===== src/rtl/gpio_dual_chg.sv =====
module gpio_dual_chg #(
  parameter int          CH1_W        = 32,
  parameter int          CH2_W        = 32,
  parameter bit          DUAL         = 1'b1,
  parameter logic [31:0] CH1_DOUT_RST = 32'h0,
  parameter logic [31:0] CH1_DIR_RST  = 32'hFFFF_FFFF,
  parameter logic [31:0] CH2_DOUT_RST = 32'h0,
  parameter logic [31:0] CH2_DIR_RST  = 32'hFFFF_FFFF
) (
  input  logic             clk,
  input  logic             rst_n,
  input  logic [8:0]       bus_addr,
  input  logic             bus_we,
  input  logic [31:0]      bus_wdata,
  output logic [31:0]      bus_rdata,
  input  logic [CH1_W-1:0] ch1_pin_i,
  output logic [CH1_W-1:0] ch1_pin_o,
  output logic [CH1_W-1:0] ch1_oe_o,
  input  logic [CH2_W-1:0] ch2_pin_i,
  output logic [CH2_W-1:0] ch2_pin_o,
  output logic [CH2_W-1:0] ch2_oe_o,
  output logic             irq_o
);
  localparam logic [31:0] MSK1 = (CH1_W >= 32) ? 32'hFFFF_FFFF : ((32'd1 << CH1_W) - 32'd1);
  localparam logic [31:0] MSK2 = !DUAL ? 32'h0 :
                                 (CH2_W >= 32) ? 32'hFFFF_FFFF : ((32'd1 << CH2_W) - 32'd1);
  localparam logic [1:0]  BANKS = {DUAL, 1'b1};

  localparam logic [6:0] W_DAT1 = 7'h00;
  localparam logic [6:0] W_DIR1 = 7'h01;
  localparam logic [6:0] W_DAT2 = 7'h02;
  localparam logic [6:0] W_DIR2 = 7'h03;
  localparam logic [6:0] W_GIE  = 7'h47;
  localparam logic [6:0] W_STS  = 7'h48;
  localparam logic [6:0] W_IER  = 7'h4A;

  logic [31:0] dout1, dir1, dout2, dir2;
  logic [31:0] sa1, sb1, sc1, sa2, sb2, sc2;
  logic [1:0]  sts, ier, chg;
  logic        gie;

  wire       hit = (bus_addr[1:0] == 2'b00);
  wire [6:0] wa  = bus_addr[8:2];
  wire       wr  = bus_we && hit;

  assign chg = {|((sb2 ^ sc2) & MSK2), |((sb1 ^ sc1) & MSK1)};

  always_ff @(posedge clk) begin
    if (!rst_n) begin
      dout1 <= CH1_DOUT_RST & MSK1;
      dir1  <= CH1_DIR_RST  & MSK1;
      dout2 <= CH2_DOUT_RST & MSK2;
      dir2  <= CH2_DIR_RST  & MSK2;
      {sa1, sb1, sc1, sa2, sb2, sc2} <= '0;
      sts <= '0;
      ier <= '0;
      gie <= 1'b0;
    end else begin
      sa1 <= 32'(ch1_pin_i) & MSK1;
      sb1 <= sa1;
      sc1 <= sb1;
      sa2 <= 32'(ch2_pin_i) & MSK2;
      sb2 <= sa2;
      sc2 <= sb2;
      sts <= (sts ^ ((wr && wa == W_STS) ? (bus_wdata[1:0] & BANKS) : 2'b00)) | chg;
      if (wr) begin
        case (wa)
          W_DAT1: dout1 <= bus_wdata & MSK1;
          W_DIR1: dir1  <= bus_wdata & MSK1;
          W_DAT2: dout2 <= bus_wdata & MSK2;
          W_DIR2: dir2  <= bus_wdata & MSK2;
          W_GIE:  gie   <= bus_wdata[31];
          W_IER:  ier   <= bus_wdata[1:0] & BANKS;
          default: ;
        endcase
      end
    end
  end

  always_comb begin
    bus_rdata = '0;
    if (hit) begin
      case (wa)
        W_DAT1: bus_rdata = sb1;
        W_DIR1: bus_rdata = dir1;
        W_DAT2: bus_rdata = sb2;
        W_DIR2: bus_rdata = dir2;
        W_GIE:  bus_rdata = {gie, 31'b0};
        W_STS:  bus_rdata = {30'b0, sts};
        W_IER:  bus_rdata = {30'b0, ier};
        default: ;
      endcase
    end
  end

  assign ch1_pin_o = dout1[CH1_W-1:0];
  assign ch1_oe_o  = ~dir1[CH1_W-1:0];
  assign ch2_pin_o = dout2[CH2_W-1:0];
  assign ch2_oe_o  = (~dir2[CH2_W-1:0]) & MSK2[CH2_W-1:0];
  assign irq_o     = gie && |(sts & ier);
endmodule


===== config.mk =====
export PLATFORM = sky130hd
export DESIGN_NAME = gpio_dual_chg
export DESIGN_NICKNAME = d
export VERILOG_FILES = /design/src/rtl/gpio_dual_chg.sv
export SDC_FILE = /design/constraint.sdc
export NUM_CORES = 1
export LEC_CHECK = 0
export ABC_CLOCK_PERIOD_IN_PS = 5100
export BUFFER_PORTS_ARGS = -buffer_cell sky130_fd_sc_hd__buf_2
export CAP_MARGIN = 15
export CORE_MARGIN = 1
export CORE_UTILIZATION = 58
export DETAILED_ROUTE_END_ITERATION = 8
export HOLD_SLACK_MARGIN = 0.15
export PLACE_DENSITY = 0.95
export SYNTH_ARGS = -nofsm -noshare
export SYNTH_HDL_FRONTEND = slang
export SYNTH_SLANG_ARGS = --single-unit
export TNS_END_PERCENT = 1

===== constraint.sdc =====
create_clock -name clk -period 5.1 [get_ports clk]
set_input_delay 0.51 -clock clk [delete_from_list [all_inputs] [get_ports clk]]
set_output_delay 0.51 -clock clk [all_outputs]
set_load 0.02 [all_outputs]

Word-level counts from Yosys, hierarchy flattened
Index checks and enable logic that the tools add are counted.
{ "word_totals": {"output_inout_bits": 161, "elab_cells": 43, "regBits": 325} }
{ "classes": {"n_eq_ne": 6, "reduce_logical": 14, "mux": 3, "n_bitwise": 7} }
{ "ops": {"columns": ["cell", "n"], "rows": [
  ["$pmux 32 s7", 1],
  ["$not 32->32", 2],
  ["$reduce_or 32->1", 2],
  ["$xor 32x32->32", 2],
  ["$mux 32", 1],
  ["$eq 7x7->1 const B", 3],
  ["$eq 7x2->1 const B", 2],
  ["$reduce_and 2->1", 6],
  ["$eq 7x1->1 const B", 1],
  ["$logic_not 7->1", 1],
  ["$logic_and 1x1->1", 3],
  ["$and 2x2->2", 1],
  ["$logic_not 2->1", 1],
  ["$mux 2", 1],
  ["$or 2x2->2", 1],
  ["$reduce_or 2->1", 1],
  ["$xor 2x2->2", 1]
]} }

Depth between registers and ports, before layout
{ "logic_depth": {"ltp_word": 6, "mapped_depth": 7} }

Least setup slack after synthesis
Ideal clock, no wire load.
{ "synth_timing": {"path_type": "input to output", "start": "input bus_addr[7]", "end": "output bus_rdata[0]", "setup_slack_ns": 2.472, "arrival_time_ns": 2.118, "path_buffers": 0, "cell_stages": 4, "cell_sequence": "or4_4 -> nor2_1 -> o21ai_0 -> a211oi_1"} }
{ "synth_via": {"elab_chain_len": 3, "elab_cells_between_ends": 9, "cone_classes": "eq/ne (6); mux (2); reduce/logical (1)"} }
{ "synth_rtl": {"columns": ["element", "line", "rtl"], "rows": [
  ["from (decl)", "12", "input logic [8:0] bus_addr,"],
  ["$eq 7x7->1 (tied with other cells)", "83", "case (wa)"],
  ["$pmux 32 s7 *", "83", null],
  ["$mux 32 *", "82", "if (hit) begin"],
  ["to (decl)", "15", "output logic [31:0] bus_rdata,"]
]} }
Mark *: on every way between the ends. The rest lies on a longest branch, timed or not.

Final worst setup path
Ends and elaborated chain as after synthesis.

==> impl_metrics.ini <==
[status]
status = complete, no violations

[power_and_ir_drop]
power_mw = 5.27
p_per_area_nw_per_um2 = 363
ir_drop_uv = 309
leakagePower_nw = 6.94

[placed_design]
io_buffer_count = 268
place_congestion = 0.892
place_ws_ns = 1.83
dp_hpwl_um = 21100

[min_path]
hp-class = in2reg

[clock_tree]
cts_made_buffers = 31
cts_tree = yes
clk_latency_ns = 0.55
cts_setup_buffers = 0
clockBufferDepth = 3
cts_hold_buf = 0
numClockSinks = 325
htreeDepth = 1
cts-root-buf = clkbuf_16
clkTransAtPathRegs_ns = 0.06
ctsResizeCount = 0

[yosys]
synth_top_area_cell = dfxtp_1
yosys_warnings = 0
syn_area_sq_um = 12000
synth_top_area_frac = 0.542
yosysSeqAreaShare = 0.542
syn_avg_cell_area_sq_um = 10.9
synth-seq-cells = 325
synth_cell_types = 37
postSynthCellCount = 1102
syn-num-nets = 1210
synth.area.top_cells = dfxtp_1 (54%), and2_1 (10%), mux4_2 (5.6%)

[layout]
drive_gt1_frac = 0.268
fin_nets = 1448
antenna_cells = 0
syn2layout_area_growth_pct = 20.8
utilization = 0.717
layout_commonest_cell = dfxtp_1
layout.cells.most_common_list = dfxtp_1 (325), buf_2 (267), and2_1 (192)

[floorplan]
rows = 52
die_width_um = 146
dieHeight_um = 146
start_util = 0.593
core_area_sq_um = 20200
dieArea_sq_um = 21300
num_io_pins = 269

[route]
finalWirelength_um = 31000
wl_per_cell_um = 19.0
drtAntennaViolNets = 0
first_pass_iters = 5
vias = 8686
drt_iter0_markers = 668
vias_per_cell = 5.32
drc_errors = 0

[global_route]
gr-total-overflow = 0
grt_antenna_before_repair = 0
grt_use_total = 0.287
grt_max_degree = 160
grt_pass1_vias = 8557
grt_first_pass_wirelength_um = 47700

[timing]
fin_skew_ns = 0.00647
relSlewSlack = 0.219
fin_ws_ns = 2.00
worst_pin_slew_ns = 1.17
slew_viol_final = 0
layout_min_cycle_time_ns = 3.10
fin_crit_sh = 0.607
rsz0062_at_grt = false
setup_tns_ns = 0
fmax_mhz = 323
setup_viol = 0
hold_violations = 0

[setup_path]
critical_path_class = in2out
end_kind = output port
critPathLaunchType = input pin
critical_path_required_ns = 4.59
arrival_ns = 2.59
cp_max_fo = 18

[run]
maxCapViolCount = 0
report_power, final:
part	internal (mW)	switching (mW)	total, mW
Clock	1.42	0.942	2.37
Sequential	2.60	0.0441	2.65
Combinational	0.124	0.131	0.255
cells in the mapped netlist:
library cell and number:
nand3_1 1, nor4bb_1 1, nand2_1 64, xor2_1 64, nor2b_1 68, nor4b_1 1
buf_2 8, inv_1 64, and4_1 2, nor4b_4 2, a21oi_1 2, and2_1 192
or3b_2 3, buf_8 1, a22o_1 1, nor2_1 7, xnor2_1 2, and3_1 29
o21ai_0 1, buf_1 5, o211ai_1 64, a22oi_1 4, a211oi_1 1, mux2i_1 67
mux4_2 30, dfxtp_1 325, buf_6 6, or4_4 1, nor3_1 2, nand4_1 6
a221oi_1 1, nand4b_1 2, clkbuf_1 51, mux2_2 4, nor3b_1 2, nor4_1 16
o31a_1 2
logic make-up (layout without fill, tap and decap cells):
kind of cell,after synthesis,count (layout),synth area share
AOI/OAI and AO/OA,76,76,0.0473
and+or+nand+nor,399,399,0.198
buffers and inverters,135,395,0.0478
xor gates and xnor gates,66,66,0.0482
muxes,101,101,0.116
DFF,325,325,0.542
stage by stage:
step	hold WS [ns]	std cells	instance area (sq um)
2_1_floorplan	0.412	1102	12000
3_3_place_gp	0.416	1575	13400
3_5_place_dp	0.418	1575	13400
4_1_cts	0.151	1630	14500
5_1_grt	0.157	1632	14500
6_report	0.163	1632	14500
path summary, 6_finish.rpt:
check,cells after the start,slack [ns],end,start
setup reg to reg,4,3.30,sts[1]$_SDFF_PN0_,sb2[13]$_SDFF_PN0_
hold reg to reg,1,0.43,sb1[11]$_SDFF_PN0_,sa1[11]$_SDFF_PN0_
setup / recovery,6,2.00,bus_rdata[0],bus_addr[7]
hold / removal,2,0.16,sa1[15]$_SDFF_PN0_,ch1_pin_i[15]
area by class of cell:
type | instances | area, sq um
Tap cell | 270 | 338
Clock buffer | 45 | 868
Sequential cell | 325 | 6510
Inverter | 64 | 240
Clock inverter | 10 | 175
Fill cell | 1343 | 5740
Multi-Input combinational cell | 642 | 4930
Timing Repair Buffer | 276 | 1450
worst max-delay path: stages:
cell and delay (ns):
buf_2 0.13, or4_4 0.58, nor2_2 0.56, o21ai_0 0.31, a211oi_1 0.27, buf_2 0.22
metal layers:
layer | global-route usage | vias up | routed length, um
met1 | 0.385 | 4130 | 13200
met5 | 0 | - | 0
li1 | - | 4114 | -
met2 | 0.456 | 365 | 14300
met4 | 0.128 | 0 | 1230
met3 | 0.0505 | 77 | 2290
(Power assumes the default switching activity.)
